File: src/rtl/wdt_pkg.sv
package wdt_pkg;
  typedef enum logic [1:0] {
    ADDR_CTRL = 2'd0,
    ADDR_CNT  = 2'd1,
    ADDR_RCTL = 2'd2
  } wdt_addr_e;

  // prescaler tap (log2 of division) per clock select
  function automatic int sel_shift(input int sel);
    case (sel)
      0: return 1;
      1: return 2;
      2: return 3;
      3: return 4;
      4: return 6;
      5: return 8;
      6: return 10;
      default: return 12;
    endcase
  endfunction

  function automatic int max3(input int a, input int b, input int c);
    int m;
    m = (a > b) ? a : b;
    return (m > c) ? m : c;
  endfunction
endpackage

File: src/rtl/wdt_prescaler.sv
module wdt_prescaler #(
  parameter int PRE_W = 12
) (
  input  logic       clk_i,
  input  logic       rst_ni,
  input  logic       run_i,
  input  logic [2:0] sel_i,
  output logic       tick_o
);
  import wdt_pkg::*;

  logic [PRE_W-1:0] pre_q;
  logic [7:0]       taps;

  always_ff @(posedge clk_i or negedge rst_ni) begin
    if (!rst_ni)     pre_q <= '0;
    else if (!run_i) pre_q <= '0;
    else             pre_q <= pre_q + 1'b1;
  end

  for (genvar g = 0; g < 8; g++) begin : g_tap
    localparam int SH = sel_shift(g);
    assign taps[g] = &pre_q[SH-1:0];
  end

  assign tick_o = run_i && taps[sel_i];

  a_r2_no_tick_idle: assert property (@(posedge clk_i) disable iff (!rst_ni)
    !run_i |-> !tick_o);
  a_r2_restart: assert property (@(posedge clk_i) disable iff (!rst_ni)
    !run_i |=> pre_q == '0);
endmodule

File: src/rtl/wdt_pulse.sv
module wdt_pulse #(
  parameter int LEN_W = 10
) (
  input  logic             clk_i,
  input  logic             rst_ni,
  input  logic             start_i,
  input  logic [LEN_W-1:0] len_i,
  output logic             active_o
);
  logic [LEN_W-1:0] rem_q;

  always_ff @(posedge clk_i or negedge rst_ni) begin
    if (!rst_ni)           rem_q <= '0;
    else if (start_i)      rem_q <= len_i;
    else if (rem_q != '0)  rem_q <= rem_q - 1'b1;
  end

  assign active_o = (rem_q != '0);

  a_r7_pulse_holds: assert property (@(posedge clk_i) disable iff (!rst_ni)
    active_o && !start_i && rem_q != LEN_W'(1) |=> active_o);
  a_r6_pulse_starts: assert property (@(posedge clk_i) disable iff (!rst_ni)
    start_i && len_i != '0 |=> active_o);
endmodule

File: src/rtl/wdt_flag.sv
module wdt_flag (
  input  logic clk_i,
  input  logic rst_ni,
  input  logic sync_clr_i,
  input  logic set_i,
  input  logic rd_i,
  input  logic wr_i,
  input  logic wbit_i,
  output logic flag_o
);
  logic armed_q;

  always_ff @(posedge clk_i or negedge rst_ni) begin
    if (!rst_ni) begin
      flag_o  <= 1'b0;
      armed_q <= 1'b0;
    end else if (sync_clr_i) begin
      flag_o  <= 1'b0;
      armed_q <= 1'b0;
    end else if (set_i) begin
      flag_o  <= 1'b1;
      armed_q <= 1'b0;
    end else if (wr_i) begin
      if (armed_q && !wbit_i) flag_o <= 1'b0;
      armed_q <= 1'b0;
    end else if (rd_i && flag_o) begin
      armed_q <= 1'b1;
    end
  end

  a_r9_no_write_set: assert property (@(posedge clk_i) disable iff (!rst_ni)
    !flag_o && !set_i |=> !flag_o);
  a_r9_clear_needs_arm: assert property (@(posedge clk_i) disable iff (!rst_ni)
    flag_o && !armed_q && !sync_clr_i |=> flag_o);
endmodule

File: src/rtl/wdt_rst_gen.sv
module wdt_rst_gen #(
  parameter int CNT_W         = 8,
  parameter int PRE_W         = 12,
  parameter int OVF_LEN_RST   = 132,
  parameter int OVF_LEN_NORST = 130,
  parameter int IRST_LEN      = 518
) (
  input  logic       clk_i,
  input  logic       rst_ni,
  input  logic       wr_en_i,
  input  logic       rd_en_i,
  input  logic [1:0] addr_i,
  input  logic [7:0] wdata_i,
  output logic [7:0] rdata_o,
  output logic       wdt_ovf_no,
  output logic       int_rst_o,
  output logic       irq_o
);
  import wdt_pkg::*;

  localparam int MAXLEN = max3(OVF_LEN_RST, OVF_LEN_NORST, IRST_LEN);
  localparam int LEN_W  = $clog2(MAXLEN + 1);

  logic             mode_q, en_q, rst_en_q;
  logic [2:0]       sel_q;
  logic [CNT_W-1:0] cnt_q;
  logic             tick, wrap, wd_evt, iv_evt;
  logic             wr_ctrl, wr_cnt, wr_rctl, rd_ctrl, rd_rctl;
  logic             intv_flag, ovf_flag, ovf_active;
  logic [LEN_W-1:0] ovf_len;

  assign wr_ctrl = wr_en_i && !int_rst_o && addr_i == ADDR_CTRL;
  assign wr_cnt  = wr_en_i && !int_rst_o && addr_i == ADDR_CNT;
  assign wr_rctl = wr_en_i && !int_rst_o && addr_i == ADDR_RCTL;
  assign rd_ctrl = rd_en_i && addr_i == ADDR_CTRL;
  assign rd_rctl = rd_en_i && addr_i == ADDR_RCTL;

  always_ff @(posedge clk_i or negedge rst_ni) begin
    if (!rst_ni) begin
      mode_q   <= 1'b0;
      en_q     <= 1'b0;
      sel_q    <= '0;
      rst_en_q <= 1'b0;
      cnt_q    <= '0;
    end else if (int_rst_o) begin
      mode_q   <= 1'b0;
      en_q     <= 1'b0;
      sel_q    <= '0;
      rst_en_q <= 1'b0;
      cnt_q    <= '0;
    end else begin
      if (wr_ctrl) begin
        mode_q <= wdata_i[6];
        en_q   <= wdata_i[5];
        sel_q  <= wdata_i[2:0];
      end
      if (wr_rctl) rst_en_q <= wdata_i[6];
      if (wr_cnt)    cnt_q <= wdata_i[CNT_W-1:0];
      else if (tick) cnt_q <= cnt_q + 1'b1;
    end
  end

  wdt_prescaler #(.PRE_W(PRE_W)) u_pre (
    .clk_i  (clk_i),
    .rst_ni (rst_ni),
    .run_i  (en_q && !int_rst_o),
    .sel_i  (sel_q),
    .tick_o (tick)
  );

  assign wrap   = tick && (cnt_q == '1) && !wr_cnt;
  assign wd_evt = wrap && mode_q;
  assign iv_evt = wrap && !mode_q;
  assign ovf_len = rst_en_q ? LEN_W'(OVF_LEN_RST) : LEN_W'(OVF_LEN_NORST);

  wdt_pulse #(.LEN_W(LEN_W)) u_ovf_pulse (
    .clk_i    (clk_i),
    .rst_ni   (rst_ni),
    .start_i  (wd_evt),
    .len_i    (ovf_len),
    .active_o (ovf_active)
  );

  wdt_pulse #(.LEN_W(LEN_W)) u_rst_pulse (
    .clk_i    (clk_i),
    .rst_ni   (rst_ni),
    .start_i  (wd_evt && rst_en_q),
    .len_i    (LEN_W'(IRST_LEN)),
    .active_o (int_rst_o)
  );

  wdt_flag u_intv_flag (
    .clk_i      (clk_i),
    .rst_ni     (rst_ni),
    .sync_clr_i (int_rst_o),
    .set_i      (iv_evt),
    .rd_i       (rd_ctrl),
    .wr_i       (wr_ctrl),
    .wbit_i     (wdata_i[7]),
    .flag_o     (intv_flag)
  );

  wdt_flag u_ovf_flag (
    .clk_i      (clk_i),
    .rst_ni     (rst_ni),
    .sync_clr_i (1'b0),
    .set_i      (wd_evt),
    .rd_i       (rd_rctl),
    .wr_i       (wr_rctl),
    .wbit_i     (wdata_i[7]),
    .flag_o     (ovf_flag)
  );

  assign wdt_ovf_no = !ovf_active;
  assign irq_o      = intv_flag;

  always_comb begin
    rdata_o = '0;
    case (addr_i)
      ADDR_CTRL: rdata_o = {intv_flag, mode_q, en_q, 2'b00, sel_q};
      ADDR_CNT:  rdata_o = 8'(cnt_q);
      ADDR_RCTL: rdata_o = {ovf_flag, rst_en_q, 6'b0};
      default:   rdata_o = '0;
    endcase
  end

  a_r5_same_cycle: assert property (@(posedge clk_i) disable iff (!rst_ni)
    $rose(int_rst_o) |-> $fell(wdt_ovf_no));
  a_r5_flag_on_ovf: assert property (@(posedge clk_i) disable iff (!rst_ni)
    $fell(wdt_ovf_no) |-> ovf_flag);
  a_r3_mode_gate: assert property (@(posedge clk_i) disable iff (!rst_ni)
    $fell(wdt_ovf_no) |-> $past(mode_q && en_q));
  a_r10_hold_clear: assert property (@(posedge clk_i) disable iff (!rst_ni)
    int_rst_o |=> (cnt_q == '0 && !en_q && !mode_q && !rst_en_q));
  a_r10_keep_flag: assert property (@(posedge clk_i) disable iff (!rst_ni)
    int_rst_o && ovf_flag |=> ovf_flag);
  a_r8_irq_quiet: assert property (@(posedge clk_i) disable iff (!rst_ni)
    $rose(irq_o) |-> !$fell(wdt_ovf_no) && !$rose(int_rst_o));
endmodule

File: config.mk
export PLATFORM = sky130hd
export DESIGN_NAME = wdt_rst_gen
export DESIGN_NICKNAME = d
export VERILOG_FILES = /design/src/rtl/wdt_pkg.sv /design/src/rtl/wdt_prescaler.sv /design/src/rtl/wdt_pulse.sv /design/src/rtl/wdt_flag.sv /design/src/rtl/wdt_rst_gen.sv
export SDC_FILE = /design/constraint.sdc
export NUM_CORES = 1
export LEC_CHECK = 0
export BUFFER_PORTS_ARGS = -buffer_cell sky130_fd_sc_hd__clkbuf_2
export CAP_MARGIN = 20
export CORE_ASPECT_RATIO = 1.2
export CORE_MARGIN = 4
export CORE_UTILIZATION = 40
export DETAILED_ROUTE_END_ITERATION = 10
export PLACE_DENSITY_LB_ADDON = 0.15
export SETUP_SLACK_MARGIN = 0.4
export SLEW_MARGIN = 10
export SYNTH_ARGS = -nofsm -noshare
export SYNTH_HDL_FRONTEND = slang
export SYNTH_SLANG_ARGS = --single-unit
export TNS_END_PERCENT = 30
File: constraint.sdc
create_clock -name clk_i -period 2.8 [get_ports clk_i]
set_clock_uncertainty 0.05 [all_clocks]
set_input_delay 0.56 -clock clk_i [delete_from_list [all_inputs] [get_ports clk_i]]
set_output_delay 0.56 -clock clk_i [all_outputs]
set_load 0.02 [all_outputs]
# Word-level counts from Yosys, hierarchy flattened

Index checks and enable logic that the tools add are counted.

Bits of input ports: 14
Output and inout bits: 11
Register bits: 50
Logic and storage cells: 99

Reduce and logical (&&, ||, !) cells: 45
Mux-type cells: 34
Equal/unequal tests: 3
Order comparisons: 1
Add/sub/neg operators: 4

Operators with widths:

| operator                                           | number |
|---|---|
| 2-to-1 mux 10 bit                                  | 4 |
| 2-to-1 mux 8 bit                                   | 3 |
| case mux 8 bit (3 select lines)                    | 1 |
| 2-to-1 mux 1 bit                                   | 21 |
| nonzero test 10 bit                                | 2 |
| subtractor 10 x 1 -> 10 bit, second input constant | 2 |
| logical AND 1 bit                                  | 17 |
| adder 12 x 1 -> 12 bit, second input constant      | 1 |
| 2-to-1 mux 12 bit                                  | 1 |
| AND reduction 12 bit                               | 1 |
| nonzero test 2 bit                                 | 6 |
| nonzero test 3 bit                                 | 4 |
| AND reduction 10 bit                               | 1 |
| 2-to-1 mux 3 bit                                   | 3 |
| adder 8 x 1 -> 8 bit, second input constant        | 1 |
| equality test 8 bit, second input constant         | 1 |
| AND reduction 8 bit                                | 1 |
| AND reduction 2 bit                                | 3 |
| AND reduction 6 bit                                | 1 |
| logical NOT 1 bit                                  | 5 |
| < comparator 3 x 4 -> 1 bit, second input constant | 1 |
| AND reduction 4 bit                                | 1 |
| nonzero test 4 bit                                 | 1 |
| binary-select mux 1 bit (select 3 bit)             | 1 |
| 4 further kinds                                    | 4 |

# Longest topological paths before layout

Gate-level depths: netlist of the first run.

Word-level depth: 9
Depth in mapped cells: 10

# Hierarchy

A second synthesis of the first run with hierarchy kept.

Cell total of the unflattened synthesis: 328
Area total of the unflattened synthesis: 3118.0 µm²

By module, submodules not included:

| module        | times used | area each (µm²) | cells each |
|---|---|---|---|
| wdt_pulse     | 2          | 686.9           | 73 |
| wdt_rst_gen   | 1          | 930.9           | 104 |
| wdt_prescaler | 1          | 653.1           | 64 |
| wdt_flag      | 2          | 80.1            | 7 |

# Worst setup path after synthesis of the first run

OpenSTA, ideal clock, no wires.

Path type: reg2reg
Start: reg u_rst_pulse.rem_q[0]
End: reg u_ovf_pulse.rem_q[2]
Clock period less this slack: 2.202 ns
Setup time: 0.125 ns
Path buffers: 1
Arrival: 2.027 ns
Stages on the path, launching flop included: 9
Slack: 0.598 ns
Cells stage by stage: dfrtp_1 > inv_1 > ha_1 > nor2b_1 > and4_1 > buf_6 > or3_4 > nor3_4 > mux2_4

Longest elaborated chain between the ends: 8
Elaborated cells on any way between the ends: 12
Classes of those cells: mux (1); reduce/logical (11)

Ends and longest elaborated chain:

| item                                                    | line                                   | text |
|---|---|---|
| start, declared                                         | wdt_pulse.sv:10                        | `logic [LEN_W-1:0] rem_q;` |
| start signal, assigned                                  | wdt_pulse.sv:14                        | `else if (start_i) rem_q <= len_i;` |
| start signal, assigned                                  | wdt_pulse.sv:15                        | `else if (rem_q != '0) rem_q <= rem_q - 1'b1;` |
| nonzero test 10 bit *                                   | wdt_pulse.sv:18                        | `assign active_o = (rem_q != '0);` |
| logical NOT 1 bit *                                     | wdt_rst_gen.sv:33, wdt_rst_gen.sv:66   |  |
| logical AND 1 bit, on equally long branches             | wdt_rst_gen.sv:66, wdt_rst_gen.sv:33   |  |
| logical AND 1 bit, on equally long branches             | wdt_prescaler.sv:26, wdt_rst_gen.sv:33 |  |
| logical AND 1 bit or logical NOT 1 bit (tied branches)  | wdt_rst_gen.sv:71                      | `assign wrap = tick && (cnt_q == '1) && !wr_cnt;` |
| logical AND 1 bit *                                     | wdt_rst_gen.sv:71                      |  |
| logical AND 1 bit *                                     | wdt_rst_gen.sv:72                      | `assign wd_evt = wrap && mode_q;` |
| 2-to-1 mux 10 bit or nonzero test 2 bit (tied branches) | --                                     |  |
| end signal, assigned                                    | wdt_pulse.sv:14                        |  |
| end signal, assigned                                    | wdt_pulse.sv:15                        |  |
| end, declared                                           | wdt_pulse.sv:10                        |  |

Every way passes the cells marked *; elsewhere a longest branch is shown, timed or not.
A chain may end at the register's enable or synchronous reset.

# Worst setup path after layout of the first run

Start: reg u_ovf_pulse.rem_q[6]
End: out wdt_ovf_no

Longest elaborated chain between the ends: 2

Ends and longest elaborated chain:

| item                | line               | text |
|---|---|---|
| nonzero test 10 bit | wdt_pulse.sv:18    |  |
| logical NOT 1 bit   | wdt_rst_gen.sv:114 | `assign wdt_ovf_no = !ovf_active;` |
| end, declared       | wdt_rst_gen.sv:15  | `output logic wdt_ovf_no,` |

No other way between the ends.

==> results.cfg, run 1 <==
[finish]
diodes = 0
drive_gt1_share_pct = 19.62
nets = 335
area_growth_pct = 13.08
stdcell_count = 401
fillers = 654

[yosys]
synth_area_per_cell_sq_um = 9.735
yosysWarnings = 0
synthesis.nets = 302
synthTopCellsByCount = dfrtp_1 (50), nor2_1 (43), nand2_1 (23), mux2i_1 (13)
synthArstFlopShare_pct = 100.0
syn_inst = 282
dominantRegCellSynth = dfrtp_1
yosysMostFrequentCell = dfrtp_1
seq_area_frac_synth_pct = 45.58
synth_edf_count = 0
ys_ff_latch = 50
synth_top_cell_by_area = dfrtp_1
synth_area_sq_um = 2745
synth_area_leaders = dfrtp_1 (46%), nor2_1 (5.9%), mux2i_1 (4.7%), xnor2_1 (3.5%), nand2_1 (3.1%)
synth.distinct_cells = 51
yosysTopAreaCellShare_pct = 45.58

[worst_setup_path]
reg2reg_slack_ns = 0.59
crit_path_max_fanout = 4
start_kind = register
cp_slowest_cell = or4_4
endpoint_kind = output port
reg2reg_to = u_ovf_pulse.rem_q[1]
reg2reg_depth = 8
crit_type = register to output port
cpPeakStageDelay_ns = 0.56
r2r_start = u_rst_pulse.rem_q[0]
cp_data_arrival_time_ns = 1.78
cp_cell_sequence = or4_4 -> nor4_4 -> buf_6 -> clkbuf_2
crit_required_ns = 2.19

[placement]
place.gp.congestion = 0.8311
hpwlAfterDp_mm = 4.480
dp.cells = 390
port_buffers = 24

[timing]
rsz0062_at_grt = true
relSlewSlack_pct = 54.20
setup_viol = 0
fin_crit_sh_pct = 85.30
finalCriticalPeriod_ns = 2.388
tightest_slew_ns = 0.6870
fin_setup_tns_ns = 0
max_freq_mhz = 418.7
slew_viol_final = 0
hold_viol = 0

[detailed_routing]
viasPerCell = 5.384
vias = 2159
drc = 0
routed_wl_mm = 5.850
drt_iter0_markers = 120
drt-pass1-iter-count = 4
ant_nets = 0
wl_per_cell_um = 14.59

[clock_tree]
clk_pin_slew_ns = 0.09
clock_path_buffers = 2
clk_latency_ns = 0.30
cts_tree = built
hold_buffers = 0
cts_buffers = 5
clockRootBuffer = clkbuf_8
cts.sinks = 50
htree_levels = 2

[global_route]
gr-usage-all-layers_pct = 15.33
grt_pass1_wl_mm = 10.52
overflow = 0
grt_pass1_vias = 2156
grt_max_degree = 26
antenna_found_initial = 0

[die]
dieArea_sq_um = 8258
ioPinCount = 25
num_rows = 32
coreArea_sq_um = 6566
die_w_um = 83.63
die_h_um = 98.75
initial_core_util_pct = 41.81

[power_and_ir_drop]
powerDensity_nw_per_um2 = 532.2
peakVddDrop_mv = 0.2370
p_total_w = 0.001652
cellLeakagePower_nw = 1.374

[status]
status = finished clean

[run]
maxCapViolations = 0

[min_path]
hold_path.class = primary input to asynchronous set/reset pin
-- repair_timing --
| item | 4_1_cts | 5_1_grt |
|---|---|---|
| endpoints found under the setup margin | 2 | 2 |
| buffers inserted | 3 | 0 |
| pin swaps | 2 | 0 |
| resized for setup | 3 | 0 |
| gates cloned | 0 | 0 |
-- placed cells by master, fill, tap and decap left out, drive strengths merged, types with 8 or more instances in the layout --
cell type,Yosys,routed
a21oi,11,11
buf,5,11
clkbuf,4,31
dfrtp,50,50
inv,11,11
mux2i,13,13
nand2,23,23
nand3,10,10
nor2,43,43
nor3,8,8
xnor2,11,11
xor2,9,9
-- flip-flops by register name, summed over array words and instances (netlist names) --
register and count:
cnt_q 8, en_q 1, mode_q 1, rst_en_q 1, sel_q 3, u_intv_flag.armed_q 1
u_intv_flag.flag_o 1, u_ovf_flag.armed_q 1, u_ovf_flag.flag_o 1, u_ovf_pulse.rem_q 10, u_pre.pre_q 12, u_rst_pulse.rem_q 10
-- power by group --
group          switching [W]  total (W)  internal [W]
Sequential         0.0000912   0.000895      0.000804
Clock               0.000231   0.000431      0.000200
Combinational       0.000174   0.000326      0.000152
-- final cells by class --
cell class                 count  area [sq um]  share of cell area [%]
clock buffer                   7         86.33                   2.781
timing repair buffer          35         206.4                   6.651
inverter                      11         41.29                   1.330
multi-input combinational    212          1408                   45.34
sequential                    50          1251                   40.31
tap                           85         106.4                   3.426
clock inverter                 1         5.005                  0.1612
-- worst max-delay path by stage --
stage                               startpoint                   end  slack [ns]  depth (start not counted)
after floorplan           u_rst_pulse.rem_q[0]  u_ovf_pulse.rem_q[2]        0.60                          8
after global placement               addr_i[1]  u_ovf_pulse.rem_q[1]        0.47                          7
after detailed placement             addr_i[1]  u_ovf_pulse.rem_q[1]        0.44                          7
after CTS                 u_ovf_pulse.rem_q[4]            wdt_ovf_no        0.40                          4
after global routing      u_ovf_pulse.rem_q[4]            wdt_ovf_no        0.32                          4
final                     u_ovf_pulse.rem_q[6]            wdt_ovf_no        0.41                          4
-- per-layer routing --
layer / wire length, um / track usage, % / vias to the layer above
met1: 2822 / 21.27 / 1055
met2: 2816 / 24.92 / 25
met3: 117 / 2.676 / 8
met4: 93 / 3.960 / 0
met5: 0 / 0 / -
li1: - / - / 1071
-- through the flow --
stage	cell area (sq um)	hold slack [ns]	utilization, %	setup WS (ns)
after CTS	3104	0.2290	47.28	0.3969
final	3104	0.2146	47.28	0.4116
after detailed placement	2980	0.4475	45.39	0.4419
after floorplan	2745	0.2144	-	0.5981
after global routing	3104	0.2559	47.28	0.3223
after global placement	2980	0.4518	45.39	0.4651
-- worst max-delay path, delay by kind of cell, from the launching register on --
| family | cells | cell delay [ns] |
|---|---|---|
| buffers and inverters | 2 | 0.28 |
| flip-flops | 1 | 0.40 |
| AND/OR/NAND/NOR | 2 | 0.80 |
-- logic make-up (layout without fill, tap and decap cells) --
family | Yosys count | in the layout | synth area share (%)
compound gates | 43 | 43 | 11.07
simple gates | 128 | 128 | 25.16
flops | 50 | 50 | 45.58
buf+inv | 20 | 54 | 3.373
fa+ha+maj | 6 | 6 | 2.735
mux | 15 | 15 | 5.697
xor+xnor | 20 | 20 | 6.381
Note: power is estimated with default switching activity, not from simulation.
==> run 2, diff against run 1 <==
- CORE_UTILIZATION: 40 -> 59
- REMOVE_ABC_BUFFERS: unset -> 1
==> results.cfg, run 2 (same netlist as run 1, synthesis figures left out) <==
[status]
status = finished clean

[worst_setup_path]
path_delay_family = simple AND/OR/NAND/NOR gates
crit_top_cell = buf_6
crit_path_max_fanout = 2
crit_required_ns = 2.19
start_kind = register
crit_type = register to output port
cp_slowest_cell = or4_4
cp_cell_sequence = or4_4 -> nor4_4 -> buf_6 -> buf_6
cpPeakStageDelay_ns = 0.56
cp_num_buf_inv = 2
endpoint_kind = output port
cp_data_arrival_time_ns = 1.77

[die]
initial_core_util_pct = 62.51
coreArea_sq_um = 4392
dieArea_sq_um = 5813
die_h_um = 82.72
die_w_um = 70.27
ioPinCount = 25
num_rows = 26

[detailed_routing]
viasPerCell = 5.770
drc = 0
routed_wl_mm = 5.742
wl_per_cell_um = 15.35
vias = 2158
ant_nets = 0
drt-pass1-iter-count = 4
drt_iter0_markers = 96

[clock_tree]
clock_path_buffers = 2
clk_pin_slew_ns = 0.09
cts_buffers = 5
htree_levels = 2
cts_tree = built
clockRootBuffer = clkbuf_8
cts.sinks = 50
hold_buffers = 0
clk_latency_ns = 0.31

[global_route]
antenna_found_initial = 0
grt_max_degree = 34
grtUsageMet3_pct = 3.753
grt_pass1_wl_mm = 9.756
busiest_layer = met2
grt_pass1_vias = 2172
gr-usage-all-layers_pct = 21.18
grtUsageMet1_pct = 26.18
grt_use_met2_pct = 36.89
overflow = 0

[min_path]
hold_path.class = primary input to asynchronous set/reset pin

[timing]
max_freq_mhz = 419.4
setup_viol = 0
relSlewSlack_pct = 51.41
finalCriticalPeriod_ns = 2.384
fin_crit_sh_pct = 85.15
setup_slack_ns = 0.4159
fin_setup_tns_ns = 0
tightest_slew_ns = 0.7288
rsz0062_at_grt = true
hold_viol = 0
slew_viol_final = 0

[placement]
port_buffers = 24
hpwlAfterDp_mm = 4.168
place.gp.congestion = 0.8497
dp_slack_ns = 0.2963
dp.cells = 360

[finish]
drive_gt1_share_pct = 20.75
stdcell_count = 374
fillers = 350
most-common-layout-cells = dfrtp_1 (50), nor2_1 (43), nand2_1 (23), clkbuf_2 (23), mux2i_1 (13)
seq_area_sq_um = 1251
final_common_cell = dfrtp_1
reg.largest.list = u_pre.pre_q x12, u_ovf_pulse.rem_q x10, u_rst_pulse.rem_q x10
top_register = u_pre.pre_q
multi_input_area_sq_um = 1413
largest_register_ffs = 12
diodes = 0
utilization_pct = 71.51
nets = 337
area_growth_pct = 14.40

[run]
maxCapViolations = 0

[power_and_ir_drop]
peakVddDrop_mv = 0.5919
powerDensity_nw_per_um2 = 594.7
cellLeakagePower_nw = 1.407
==> run 2: cell types whose count changed in the layout (fill, tap and decap cells not counted), sizes merged <==
| cell | previous run | this run |
|---|---|---|
| clkbuf | 31 | 28 |
| buf | 11 | 14 |
| bufinv | 0 | 2 |
==> run 2: timing repair <==
item                       CTS  global route
setup endpoints to repair    2             2
pin swaps                    2             3
setup buffers                3             3
resized for setup            5             3
==> run 2: layout make-up <==
class                      instances  share of cell area, %
inverter                          11                  1.315
tap                               56                  2.231
multi-input combinational        212                  44.98
clock inverter                     3                  2.191
sequential                        50                  39.84
clock buffer                       5                  2.191
timing repair buffer              37                  7.251
==> run 2: where the power goes <==
group	internal, W	leakage (nW)	switching [W]
Clock	0.000358	0.0683	0.000246
Sequential	0.000804	0.658	0.000100
Combinational	0.000174	0.681	0.000185
Total	0.00134	1.41	0.000532
==> run 2: metrics by stage <==
step | hold WS, ns | power [W] | instance area (sq um)
2_1_floorplan | 0.2144 | 0.001124 | 2694
3_3_place_gp | 0.4418 | 0.001230 | 2937
3_5_place_dp | 0.4463 | 0.001252 | 2937
4_1_cts | 0.1350 | 0.001871 | 3114
5_1_grt | 0.1393 | 0.001956 | 3141
6_report | 0.1240 | 0.001868 | 3141
==> run 2: worst register-to-register path, delay by kind of cell, from the launching register on <==
family,cells,cell delay [ns]
DFF,1,0.39
buffers and inverters,2,0.31
and+or+nand+nor,4,1.08
muxes,1,0.19
adders and majority gates,1,0.20
==> run 2: worst paths after layout <==
path	slack, ns	startpoint	endpoint	cells past startpoint
hold / removal	0.12	rst_ni	u_ovf_pulse.rem_q[7]	1
hold reg to reg	0.48	u_pre.pre_q[0]	u_pre.pre_q[0]	1
max in group asynchronous	1.80	rst_ni	cnt_q[5]	2
min in group clk_i	0.40	wdata_i[3]	cnt_q[3]	3
setup reg to reg	0.53	u_rst_pulse.rem_q[1]	u_ovf_pulse.rem_q[1]	8
setup / recovery	0.42	u_ovf_pulse.rem_q[6]	wdt_ovf_no	4
==> run 2: routing by layer <==
layer  part of all wire (%)  up-vias  routed length, um
li1                       -     1061                  -
met1                     45     1041               2577
met2                     50       46               2865
met3                    3.7       10                210
met4                    1.5        0                 89
met5                      0        -                  0
==> run 3, diff against run 2 <==
- CORE_UTILIZATION: 59 -> 64
- clock period: 2.8 -> 2.9 ns (I/O delays scaled with it)
==> results.cfg, run 3 (same netlist as run 1, synthesis figures left out) <==
[worst_setup_path]
crit_required_ns = 2.27
endpoint_kind = output port
path_delay_family = simple AND/OR/NAND/NOR gates
cp_data_arrival_time_ns = 1.81
crit_path_max_fanout = 4
start_kind = register
cpPeakStageDelay_ns = 0.58
crit_type = register to output port
cp_slowest_cell = or4_4
cp_cell_sequence = or4_4 -> nor4_4 -> buf_6 -> buf_2
cp_num_buf_inv = 2

[detailed_routing]
viasPerCell = 6.081
routed_wl_mm = 5.996
vias = 2256
wl_per_cell_um = 16.16
drt_iter0_markers = 173
drc = 0
ant_nets = 0
drt-pass1-iter-count = 5

[finish]
largest_register_ffs = 12
drive_gt1_share_pct = 20.82
most-common-layout-cells = dfrtp_1 (50), nor2_1 (43), nand2_1 (23), clkbuf_2 (23), mux2i_1 (13)
final_common_cell = dfrtp_1
reg.largest.list = u_pre.pre_q x12, u_ovf_pulse.rem_q x10, u_rst_pulse.rem_q x10
diodes = 0
area_growth_pct = 13.26
nets = 336
top_register = u_pre.pre_q
fillers = 276

[timing]
hold_viol = 0
finalCriticalPeriod_ns = 2.445
fin_setup_tns_ns = 0
rsz0062_at_grt = true
max_freq_mhz = 409.0
setup_viol = 0
slew_viol_final = 0
tightest_slew_ns = 0.7158
fin_crit_sh_pct = 84.31
relSlewSlack_pct = 52.28

[power_and_ir_drop]
peakVddDrop_mv = 0.6713
p_total_w = 0.001746
p_int_w = 0.001202
combPwrFrac_pct = 20.1
p_clk_share_pct = 29.7
powerDensity_nw_per_um2 = 561.4
cellLeakagePower_nw = 1.392
swShare_pct = 31.12
seqPwrFrac_pct = 50.2
power.switching_w = 0.0005433

[clock_tree]
clock_path_buffers = 2
htree_levels = 2
clk_pin_slew_ns = 0.11
cts_tree = built
cts.sinks = 50
cts_buffers = 5
hold_buffers = 0
clk_latency_ns = 0.32
clockRootBuffer = clkbuf_8

[die]
die_w_um = 67.79
die_h_um = 79.75
num_rows = 25
initial_core_util_pct = 68.03
dieArea_sq_um = 5406
coreArea_sq_um = 4035
ioPinCount = 25

[global_route]
antenna_found_initial = 0
grt_max_degree = 51
grt_pass1_vias = 2268
grt_pass1_wl_mm = 10.27
gr-usage-all-layers_pct = 25.10
overflow = 0

[min_path]
hold_path.class = primary input to asynchronous set/reset pin

[run]
maxCapViolations = 0

[placement]
port_buffers = 24
hpwlAfterDp_mm = 4.131
place.gp.congestion = 0.8553

[status]
status = finished clean
run 3: cell count changes in the layout (fill, tap and decap cells not counted):
cell,delta
buf_4,-1
nor3_2,+1
clkinvlp_4,+1
clkinv_4,-1
bufinv_16,-1
inv_8,+1
buf_2,+1
buf_6,-1
nor3_1,-1
run 3: power groups by stage:
stage | registers [W] | clock network [W] | logic (W)
6_report | 0.000876 | 0.000519 | 0.000351
5_1_grt | 0.000886 | 0.000551 | 0.000394
4_1_cts | 0.000866 | 0.000522 | 0.000326
3_5_place_dp | 0.000879 | 0 | 0.000311
3_3_place_gp | 0.000872 | 0 | 0.000299
2_1_floorplan | 0.000859 | 0 | 0.000226
run 3: area by class of cell:
type	count	area [sq um]	area share, %
Inverter	11	41.29	1.328
Timing Repair Buffer	36	214.0	6.881
Clock buffer	5	68.82	2.213
Sequential cell	50	1251	40.24
Clock inverter	3	48.80	1.569
Tap cell	54	67.56	2.173
Multi-Input combinational cell	212	1418	45.59
run 3: worst register-to-register path, cell delays in order (launching register included):
cell and delay [ns]:
dfrtp_1 0.43, ha_1 0.19, nand3_1 0.13, or2_2 0.35, or3_4 0.39, nor3_4 0.33, buf_4 0.24, mux2i_1 0.18
run 3: timing repair:
item	in CTS	in global routing
setup endpoints to repair	2	2
gates resized for setup	3	4
buffers inserted	2	4
pin swaps	0	1
run 3: final timing paths:
path                                      start                   end  slack [ns]  depth (start not counted)
setup / recovery           u_ovf_pulse.rem_q[6]            wdt_ovf_no        0.46                          4
min in group clk_i                   wdata_i[4]              cnt_q[4]        0.42                          3
hold reg to reg               u_ovf_flag.flag_o     u_ovf_flag.flag_o        0.47                          1
setup reg to reg                       cnt_q[0]  u_ovf_pulse.rem_q[1]        0.55                          7
max in group asynchronous                rst_ni        u_pre.pre_q[4]        2.08                          2
hold / removal                           rst_ni  u_ovf_pulse.rem_q[6]        0.30                          2
run 3: per-layer routing:
metal	global-route usage (%)	part of all wire, %	up-vias
met2	39.53	50	85
met4	12.13	3.0	0
met1	32.62	42	1088
li1	-	-	1063
met5	0	0	-
met3	5.070	5.7	20
run 3: metrics by stage:
| step | instance area (sq um) | hold WS (ns) | util, % | setup WS, ns | instances |
|---|---|---|---|---|---|
| CTS | 3069 | 0.3240 | 76.06 | 0.3829 | 367 |
| global route | 3109 | 0.3599 | 77.05 | 0.3618 | 371 |
| finish | 3109 | 0.2967 | 77.05 | 0.4552 | 371 |
| global placement | 2927 | 0.4414 | 72.53 | 0.5287 | 357 |
| detailed placement | 2927 | 0.4495 | 72.53 | 0.4794 | 357 |
| floorplan | 2694 | 0.2344 | - | 0.5789 | 273 |
